`src/rtl/pwrseq_pkg.sv`:
```
package pwrseq_pkg;

    localparam int NUM_RAILS = 3;
    localparam int IDX_W     = $clog2(NUM_RAILS);

    typedef logic [IDX_W-1:0] rail_idx_t;

    typedef enum logic [2:0] {
        S_IDLE,
        S_LEAD,
        S_RAIL,
        S_HOLD,
        S_DONE,
        S_FAULT
    } seq_state_e;

    function automatic int max3(input int a, input int b, input int c);
        int m;
        m = (a > b) ? a : b;
        return (m > c) ? m : c;
    endfunction

    // Enables for rails 0..k inclusive.
    function automatic logic [NUM_RAILS-1:0] upto_mask(input rail_idx_t k);
        logic [NUM_RAILS-1:0] m;
        for (int i = 0; i < NUM_RAILS; i++) begin
            m[i] = (i <= int'(k));
        end
        return m;
    endfunction

endpackage

```
`src/rtl/sync_2ff.sv`:
```
module sync_2ff #(
    parameter int W = 1
) (
    input  logic         clk,
    input  logic         rst,
    input  logic [W-1:0] d,
    output logic [W-1:0] q
);
    logic [W-1:0] stage1;

    always_ff @(posedge clk) begin
        if (rst) begin
            stage1 <= '0;
            q      <= '0;
        end else begin
            stage1 <= d;
            q      <= stage1;
        end
    end
endmodule

```
`src/rtl/ms_tick.sv`:
```
module ms_tick #(
    parameter int CLKS_PER_MS = 50000
) (
    input  logic clk,
    input  logic rst,
    input  logic run,
    output logic tick
);
    localparam int CW = (CLKS_PER_MS > 1) ? $clog2(CLKS_PER_MS) : 1;
    localparam logic [CW-1:0] LAST = CW'(CLKS_PER_MS - 1);

    logic [CW-1:0] cnt;

    always_ff @(posedge clk) begin
        if (rst || !run) begin
            cnt <= '0;
        end else if (cnt == LAST) begin
            cnt <= '0;
        end else begin
            cnt <= cnt + 1'b1;
        end
    end

    assign tick = run && (cnt == LAST);

    generate
        if (CLKS_PER_MS > 1) begin : g_spacing
            // ticks are isolated pulses, never back to back
            a_r2_tick_isolated: assert property (@(posedge clk) disable iff (rst)
                tick |=> !tick);
        end
    endgenerate
endmodule

```
`src/rtl/req_qual.sv`:
```
module req_qual #(
    parameter int QUAL_TICKS = 3
) (
    input  logic clk,
    input  logic rst,
    input  logic req_s,
    input  logic tick,
    output logic ok
);
    localparam int QW = $clog2(QUAL_TICKS + 1);
    localparam logic [QW-1:0] QLAST = QW'(QUAL_TICKS - 1);

    logic [QW-1:0] cnt;

    always_ff @(posedge clk) begin
        if (rst || !req_s) begin
            cnt <= '0;
            ok  <= 1'b0;
        end else if (tick && !ok) begin
            if (cnt == QLAST) begin
                ok <= 1'b1;
            end else begin
                cnt <= cnt + 1'b1;
            end
        end
    end

    // qualification only completes on a tick boundary
    a_r8_ok_on_tick: assert property (@(posedge clk) disable iff (rst)
        $rose(ok) |-> $past(tick));
    // a low request sample withdraws qualification at once
    a_r8_ok_drops: assert property (@(posedge clk) disable iff (rst)
        !req_s |=> !ok);
endmodule

```
`src/rtl/pwr_rail_seq.sv`:
```
module pwr_rail_seq
    import pwrseq_pkg::*;
#(
    parameter int CLKS_PER_MS = 50000,
    parameter int QUAL_TICKS  = 3,
    parameter int LEAD_MS     = 11,
    parameter int CHECK_MS    = 10,
    parameter int RELEASE_MS  = 10
) (
    input  logic                 clk,
    input  logic                 rst,
    input  logic                 pwr_req,
    input  logic [NUM_RAILS-1:0] good_in,
    output logic [NUM_RAILS-1:0] rail_en,
    output logic                 sys_rst_n,
    output logic                 seq_fault
);
    localparam int TMAX = max3(LEAD_MS, CHECK_MS, RELEASE_MS);
    localparam int TW   = $clog2(TMAX + 1);
    localparam logic [TW-1:0] LEAD_LAST = TW'(LEAD_MS - QUAL_TICKS - 1);
    localparam logic [TW-1:0] CHK_LAST  = TW'(CHECK_MS - 1);
    localparam logic [TW-1:0] REL_LAST  = TW'(RELEASE_MS - 1);
    localparam rail_idx_t     TOP_IDX   = IDX_W'(NUM_RAILS - 1);

    typedef struct packed {
        seq_state_e    st;
        rail_idx_t     idx;
        logic [TW-1:0] tmr;
    } seq_t;

    logic                 req_s;
    logic [NUM_RAILS-1:0] good_s;
    logic                 tick;
    logic                 req_ok;
    seq_t                 cur, nxt;

    sync_2ff #(.W(NUM_RAILS + 1)) u_sync (
        .clk (clk),
        .rst (rst),
        .d   ({good_in, pwr_req}),
        .q   ({good_s, req_s})
    );

    ms_tick #(.CLKS_PER_MS(CLKS_PER_MS)) u_tick (
        .clk  (clk),
        .rst  (rst),
        .run  (req_s),
        .tick (tick)
    );

    req_qual #(.QUAL_TICKS(QUAL_TICKS)) u_qual (
        .clk   (clk),
        .rst   (rst),
        .req_s (req_s),
        .tick  (tick),
        .ok    (req_ok)
    );

    always_comb begin
        nxt = cur;
        if (!req_s) begin
            nxt = '{st: S_IDLE, idx: '0, tmr: '0};
        end else begin
            unique case (cur.st)
                S_IDLE: begin
                    if (req_ok) begin
                        nxt.st  = S_LEAD;
                        nxt.tmr = '0;
                    end
                end
                S_LEAD: begin
                    if (tick) begin
                        if (cur.tmr == LEAD_LAST) begin
                            nxt.st  = S_RAIL;
                            nxt.idx = '0;
                            nxt.tmr = '0;
                        end else begin
                            nxt.tmr = cur.tmr + 1'b1;
                        end
                    end
                end
                S_RAIL: begin
                    if (tick) begin
                        if (cur.tmr == CHK_LAST) begin
                            nxt.tmr = '0;
                            if (!good_s[cur.idx]) begin
                                nxt.st = S_FAULT;
                            end else if (cur.idx == TOP_IDX) begin
                                nxt.st = S_HOLD;
                            end else begin
                                nxt.idx = cur.idx + 1'b1;
                            end
                        end else begin
                            nxt.tmr = cur.tmr + 1'b1;
                        end
                    end
                end
                S_HOLD: begin
                    if (tick) begin
                        if (cur.tmr == REL_LAST) begin
                            nxt.st  = S_DONE;
                            nxt.tmr = '0;
                        end else begin
                            nxt.tmr = cur.tmr + 1'b1;
                        end
                    end
                end
                default: ;
            endcase
        end
    end

    always_ff @(posedge clk) begin
        if (rst) begin
            cur <= '{st: S_IDLE, idx: '0, tmr: '0};
        end else begin
            cur <= nxt;
        end
    end

    always_comb begin
        unique case (cur.st)
            S_RAIL, S_FAULT: rail_en = upto_mask(cur.idx);
            S_HOLD, S_DONE:  rail_en = '1;
            default:         rail_en = '0;
        endcase
    end

    assign sys_rst_n = (cur.st == S_DONE);
    assign seq_fault = (cur.st == S_FAULT);

    // a dropped request clears everything on the next clock
    a_r7_drop_idle: assert property (@(posedge clk) disable iff (rst)
        !req_s |=> (rail_en == '0 && !sys_rst_n && !seq_fault));
    // the fault persists while the request stays high
    a_r5_fault_sticky: assert property (@(posedge clk) disable iff (rst)
        (seq_fault && req_s) |=> seq_fault);
    // release only with every rail on and no fault
    a_r6_release_full: assert property (@(posedge clk) disable iff (rst)
        sys_rst_n |-> (rail_en == '1 && !seq_fault));
    // the first enable appears only on a tick
    a_r2_first_on_tick: assert property (@(posedge clk) disable iff (rst)
        $rose(rail_en[0]) |-> $past(tick));

    generate
        for (genvar g = 1; g < NUM_RAILS; g++) begin : g_order
            // a higher rail never runs without the one below it
            a_r3_order: assert property (@(posedge clk) disable iff (rst)
                rail_en[g] |-> rail_en[g-1]);
            // the next rail rises only after the previous rail read good
            a_r4_pass_first: assert property (@(posedge clk) disable iff (rst)
                $rose(rail_en[g]) |-> ($past(good_s[g-1]) && $past(tick)));
        end
    endgenerate
endmodule

```
`config.mk`:
```
export PLATFORM = sky130hd
export DESIGN_NAME = pwr_rail_seq
export DESIGN_NICKNAME = d
export VERILOG_FILES = /design/src/rtl/pwrseq_pkg.sv /design/src/rtl/sync_2ff.sv /design/src/rtl/ms_tick.sv /design/src/rtl/req_qual.sv /design/src/rtl/pwr_rail_seq.sv
export SDC_FILE = /design/constraint.sdc
export NUM_CORES = 1
export LEC_CHECK = 0
export BUFFER_PORTS_ARGS = -buffer_cell sky130_fd_sc_hd__buf_2
export CAP_MARGIN = 10
export CORE_MARGIN = 2
export CORE_UTILIZATION = 45
export CTS_BUF_LIST = sky130_fd_sc_hd__clkbuf_4 sky130_fd_sc_hd__clkbuf_8 sky130_fd_sc_hd__clkbuf_16
export CTS_CLUSTER_DIAMETER = 120
export DETAILED_ROUTE_END_ITERATION = 10
export GPL_TIMING_DRIVEN = 0
export PLACE_DENSITY = 0.62
export SYNTH_ARGS = -nofsm -noshare
export SYNTH_HDL_FRONTEND = slang
export SYNTH_SLANG_ARGS = --single-unit
```
`constraint.sdc`:
```
create_clock -name clk -period 2.26 [get_ports clk]
set_input_delay 0.113 -clock clk [delete_from_list [all_inputs] [get_ports clk]]
set_output_delay 0.113 -clock clk [all_outputs]
set_load 0.005 [all_outputs]
```
==> results of run 1 <==
==> final timing paths <==
| path | to | slack [ns] |
|---|---|---|
| max | cur[3]$_SDFFE_PP0P_ | 0.09 |
| min | u_sync.stage1[2]$_SDFF_PP0_ | 0.04 |
| max reg2reg | cur[3]$_SDFFE_PP0P_ | 0.09 |
| min reg2reg | u_sync.q[3]$_SDFF_PP0_ | 0.44 |
==> synthesized netlist by cell type (2+ instances only) <==
cell type,n
dfxtp_1,36
nor2_1,28
nand2_1,13
nor2b_1,11
a21oi_1,10
nor3_1,10
nand3_1,9
xnor2_1,9
inv_1,8
ha_1,6
xor2_1,6
nor4_1,5
o21ai_0,5
clkbuf_1,4
a31oi_1,3
and3_1,3
nor3b_1,3
a2bb2oi_1,2
and2_1,2
nand3b_1,2
nand4_1,2
nand4b_1,2
or2_2,2
or2b_2,2
or3_2,2
or4b_4,2
==> routing by layer <==
metal	track usage	share of wire	vias up
met5	0	0	-
met2	0.288	0.48	19
met3	0.0507	0.033	5
met4	0.0893	0.019	0
met1	0.217	0.47	654
li1	-	-	744
==> logic make-up (layout without fill, tap and decap cells) <==
group,after synthesis,in the layout,share of synthesized area
buffers and inverters,15,32,0.0451
adder cells (fa/ha/maj),6,6,0.0423
AO/OA/AOI/OAI,25,25,0.0852
XOR/XNOR,15,15,0.0739
multiplexers,1,1,0.00563
flip-flops,36,36,0.406
AND/OR/NAND/NOR,107,107,0.342
==> area by class of cell <==
cell class / instances / area share
multi-input combinational: 154 / 0.496
sequential: 36 / 0.360
clock buffer: 7 / 0.0481
timing repair buffer: 11 / 0.0287
buffer: 6 / 0.0219
tap: 48 / 0.0300
inverter: 8 / 0.0150
==> per-stage QoR <==
stage          utilization  hold slack [ns]
4_1_cts              0.538           0.0310
2_1_floorplan            -            0.185
3_5_place_dp         0.508            0.330
5_1_grt              0.539           0.0429
3_3_place_gp         0.508            0.329
6_report             0.539           0.0392
==> placed cells by master, fill, tap and decap left out, types with 3 or more instances in the layout <==
| master | count |
|---|---|
| dfxtp_1 | 36 |
| nor2_1 | 28 |
| nand2_1 | 13 |
| nor2b_1 | 11 |
| nor3_1 | 10 |
| a21oi_1 | 10 |
| buf_2 | 10 |
| nand3_1 | 9 |
| xnor2_1 | 9 |
| inv_1 | 8 |
| clkbuf_8 | 8 |
| xor2_1 | 6 |
| ha_1 | 6 |
| o21ai_0 | 5 |
| nor4_1 | 5 |
| clkbuf_1 | 3 |
| nor3b_1 | 3 |
| and3_1 | 3 |
| a31oi_1 | 3 |
==> where the power goes <==
group | total, W | internal [W] | switching (W)
sequential | 0.000643 | 0.000641 | 0.00000196
combinational | 0.0000198 | 0.00000970 | 0.0000101
clock | 0.000483 | 0.000271 | 0.000212
==> sequential cells by signal, summed over array words and instances (netlist names) <==
name and flops:
cur 9, u_qual.cnt 2, u_qual.ok 1, u_sync.q 4
u_sync.stage1 4, u_tick.cnt 16
==> critical path, stage by stage (launching register included) <==
cell	delay [ns]
dfxtp_1	0.35
or4b_4	0.59
nor4_4	0.35
a21oi_2	0.16
or4_1	0.53
a21oi_1	0.14
==> what timing repair did <==
| action | in CTS | in global routing |
|---|---|---|
| gates resized for setup | 3 | 3 |
| pin swaps | 1 | 1 |
| buffers inserted | 1 | 0 |
| endpoints found under the setup margin | 14 | 15 |
| hold buffers | 0 | 0 |
==> results.md, run 1 <==
- Initial core utilization: 0.478
- Critical Path Start Type: flip-flop
- Min-Delay Path Depth: 2
- 1st-pass router iterations: 6
- CP arrival: 2.40 ns
- Fin cells: 270
- Worst slew pin tran: 0.702 ns
- Nets@finish: between 200 and 250
- First-pass GRT wire length: 5980 um
- Worst hold start: good_in[1]
- Fin worst setup slack: between 0.08 and 0.09 ns
- Crit. End Element: flip-flop
- Sink Count: 36
- Vias after detailed routing: 1422
- Share of layout cells above drive strength 1: 0.162
- Vert. Die Dim: 66.8 um
- WL per Instance: roughly 12 um
- Crit path kind: flip-flop to flip-flop
- HP Class: input pin to flip-flop
- CTS buffer count: 5
- Synthesis Warnings: 0
- CP Launch Point: u_tick.cnt[12]$_SDFF_PP0_
- Final clock skew: just under 0.008 ns
- Initial antenna violation count: 0
- Register area share after synthesis: 0.406
- Peak VDD IR: 409 uV
- CTS tree: done
- PD cells: 573 mW/mm^2
- ANT nets after route: 0
- Remaining DRCs: 0
- Synth-to-Final Area Change: 12.7%
- Pin count of the biggest net entering global routing: 11
- Max Fclk: 0.460 GHz
- Worst r2r src: u_tick.cnt[12]$_SDFF_PP0_
- Final TNS setup: 0 ns
- Top cells by area, synth: dfxtp_1 41%, nor2_1 5.9%, xnor2_1 4.4%
- Minimum clock period: 2.17 ns
- Count of cell types in the netlist: 44
- Total Routing Usage GR: 0.179
- CTS HTree Levels: 2
- Post-Syn Area: 0.00178 mm^2
- Maximum clock insertion buffer count: 2
- Die W: 66.8 um
- Worst r2r path cells: 5
- Final slew viol count: 0
- Vias in the first global route: roughly 1400
- Drt total wl: 3350 um
- Tot Pwr: 0.00115 W
- Register Area: 721 um^2
- Leak Pwr: between 0.6 and 0.7 nW
- Post-placement cell area: between 0.0015 and 0.002 mm^2
- Hpwl dp: roughly 2500 um
- Row count: 22
- Antenna cells: 0
- Worst-Skew Late Latency: between 0.2 and 0.3 ns
- Final setup violation count: 0
- Multi-input gate area in the final layout: approximately 990 um^2
- DR vias/cell: 5.27
- Most used DFF post-synth: dfxtp_1
- Placed Cells: 263
- Max-slew headroom: 0.528
- Synth Instances: 205
- Avg Cell Area, Syn: 8.67 um^2
- RSZ-0062 raised after global routing: yes
- CTS root buf: clkbuf_8
- Die area: 0.00447 mm^2
- Crit path max fanout: 8
- Setup slack after placement: -0.182 ns
- Status: completed
- Number of DRC markers in iteration 0: 133
- Fillers: 357
- Core outline area: 0.00372 mm^2
- Yosys top cell area share: 0.406
- Number of max-cap violations: 0
- Fin. Hold Viols: 0
- Overflow after GRT: 0
- Yosys top cell by area: dfxtp_1
- Top-Level Pins: 11
- PortBufs: 10
- Clock transition at path regs: 0.07 ns
- Asr flop ratio synth: 0
- Period utilization: 0.962
- Syn nets: around 220
- Design area: 0.00200 mm^2
- Crit path required time: 2.49 ns
- Post-synthesis register bit count: 36
- Post-synth EDFFs: 0
- GPL Wtd Cong: 0.806
No activity file was read; power rests on OpenSTA's default activity.
==> run 2, diff against run 1 <==
CORE_MARGIN = unset   (was 2)
GPL_TIMING_DRIVEN = 1   (was 0)
PLACE_DENSITY = 0.65   (was 0.62)
==> run 2 against run 1 <==
Via count shrank 0.84%; register-to-register slack gained 0.06 ns; first-iteration DRC count shrank 62%; setup slack gained 0.056 ns; clock skew shrank 0.00078 ns; critical path depth is the same; final cell count shrank 1.1%; total power grew 26%; critical path type unchanged.
==> results.md, run 2 (synthesized netlist as in run 1, its figures left out) <==
- Status: completed
- Vert. Die Dim: 64.8 um (-3.0%)
- RSZ-0062 raised after global routing: no
- Number of DRC markers in iteration 0: 51 (-62%)
- Sequential share of power: 0.446 (-0.115)
- Commonest non-fill, non-tap cell in the layout: dfxtp_1
- Most flops, register: u_tick.cnt
- PortBufs: 10 (unchanged)
- Final clock skew: 0.00717 ns (-0.000778 ns)
- Slowest cell on crit path: or4b_4
- First-pass GRT wire length: 5430 um (-9.2%)
- Vias after detailed routing: 1410 (-0.84%)
- Most frequent cells in the layout: 36 x dfxtp_1, 28 x nor2_1, 13 x nand2_1
- ANT nets after route: 0 (unchanged)
- Final setup violation count: 0 (unchanged)
- Pin count of the biggest net entering global routing: 17 (+6)
- Antenna cells: 0 (unchanged)
- Maximum clock insertion buffer count: 2 (unchanged)
- Leak Pwr: 0.713 nW (+2.1%)
- Fin. Hold Viols: 0 (unchanged)
- Sink Count: 36 (unchanged)
- Peak VDD IR: 523 uV (+28%)
- Internal power: 0.00120 W (+30%)
- CP arrival: 2.34 ns (-0.06 ns)
- CP peak stage delay: 0.58 ns (about the same)
- 1st-pass router iterations: 4 (-2)
- Die area: 0.00420 mm^2 (-5.9%)
- PostCTS Resize Cnt: 0 (-3)
- Drt total wl: 3030 um (-9.6%)
- Total Routing Usage GR: 0.168 (-0.0104)
- Worst-Skew Late Latency: 0.29 ns (about the same)
- Nets@finish: 230 (-1.7%)
- CTS HTree Levels: 2 (unchanged)
- WL per Instance: 11.3 um (-8.6%)
- Crit path kind: flip-flop to flip-flop
- Core outline area: 0.00372 mm^2 (unchanged)
- Number of max-cap violations: 0 (unchanged)
- Final TNS setup: 0 ns (unchanged)
- Sw Ratio: 0.167 (-0.0280)
- Crit path max fanout: 8 (unchanged)
- Switching power: 0.000242 W (+7.8%)
- CTS root buf: clkbuf_8
- Critical Path, Cell by Cell: or4b_4 -> nor4_4 -> a21oi_2 -> or4_1 -> a21oi_1
- Overflow after GRT: 0 (unchanged)
- GPL Wtd Cong: 0.802 (-0.41%)
- DR vias/cell: 5.28 (+0.27%)
- CTS buffer count: 5 (unchanged)
- Max FFs per register: 16 (unchanged)
- Critical Path Start Type: flip-flop
- Clk pwr share: 0.542 (+0.121)
- Crit path required time: 2.48 ns (about the same)
- Initial core utilization: 0.478 (unchanged)
- Max-slew headroom: 0.620 (+0.0924)
- Post-CTS Setup Inserts: 0 (-1)
- Max Fclk: 0.472 GHz (+2.6%)
- Die W: 64.8 um (-3.0%)
- Logic pwr share: 0.012 (-0.005)
- Placed Cells: 259 (-1.5%)
- Final slew viol count: 0 (unchanged)
- HP Class: input pin to flip-flop
- Crit. End Element: flip-flop
- Fin cells: 267 (-1.1%)
- Vias in the first global route: 1269 (-8.6%)
- Hpwl dp: 2180 um (-11%)
- Top-Level Pins: 11 (unchanged)
- Synth-to-Final Area Change: 13.6%
- Row count: 22 (unchanged)
- CTS tree: done
- Initial antenna violation count: 0 (unchanged)
- Worst slew pin tran: 0.564 ns (-0.138 ns)
- PD cells: 715 mW/mm^2 (+25%)
- Regs by FF count: u_tick.cnt (16), cur (9)
- Minimum clock period: 2.12 ns (-0.0559 ns)
- Remaining DRCs: 0 (unchanged)
- Clock transition at path regs: 0.07 ns (about the same)
- Fillers: 342 (-4.2%)
- Cts hold-fix bufs: 0 (unchanged)
- Share of layout cells above drive strength 1: 0.160 (-0.00234)
- Period utilization: 0.938 (-0.0247)
-- run 2: layout make-up --
class	count	area [um^2]	area share
repair buffers	13	72.6	0.0360
inverters	8	30.0	0.0149
clock inverters	3	90.1	0.0446
multi-input cells	154	976	0.484
clock buffers	5	68.8	0.0341
flip-flops and latches	36	721	0.357
well taps	48	60.1	0.0298
-- run 2: worst paths after layout --
check	start	to	slack, ns	cells past startpoint
max reg2reg	u_tick.cnt[12]$_SDFF_PP0_	cur[3]$_SDFFE_PP0P_	0.14	5
max	u_tick.cnt[12]$_SDFF_PP0_	cur[3]$_SDFFE_PP0P_	0.14	5
min reg2reg	u_sync.stage1[0]$_SDFF_PP0_	u_sync.q[0]$_SDFF_PP0_	0.44	1
min	good_in[0]	u_sync.stage1[1]$_SDFF_PP0_	0.03	2
-- run 2: metal layers --
layer / routed length, um / part of all wire / up-vias / track usage
met5: 0 / 0 / - / 0
met3: 88 / 0.029 / 11 / 0.0475
met2: 1420 / 0.47 / 23 / 0.260
met1: 1440 / 0.48 / 638 / 0.208
met4: 80 / 0.026 / 0 / 0.0944
li1: - / - / 738 / -
-- run 2: through the flow --
step	hold slack [ns]	total power (W)	utilization	setup WS [ns]	instance area (um^2)
2_1_floorplan	0.185	0.000669	-	0.132	1780
3_3_place_gp	0.329	0.000676	0.500	0.159	1860
3_5_place_dp	0.326	0.000676	0.500	0.144	1860
4_1_cts	0.0129	0.00146	0.543	0.122	2020
5_1_grt	0.0475	0.00149	0.543	0.0206	2020
6_report	0.0255	0.00144	0.543	0.141	2020
-- run 2: power by group through the flow --
stage          clock, W  sequential [W]  combinational (W)
4_1_cts        0.000804        0.000643          0.0000182
2_1_floorplan         0        0.000657          0.0000114
3_3_place_gp          0        0.000658          0.0000180
6_report       0.000782        0.000643          0.0000178
3_5_place_dp          0        0.000658          0.0000180
5_1_grt        0.000831        0.000644          0.0000202
-- run 2: critical path: cells and delay by family (launching register included) --
family | cells | cell delay [ns]
simple gates | 3 | 1.42
flops | 1 | 0.35
compound gates | 2 | 0.29
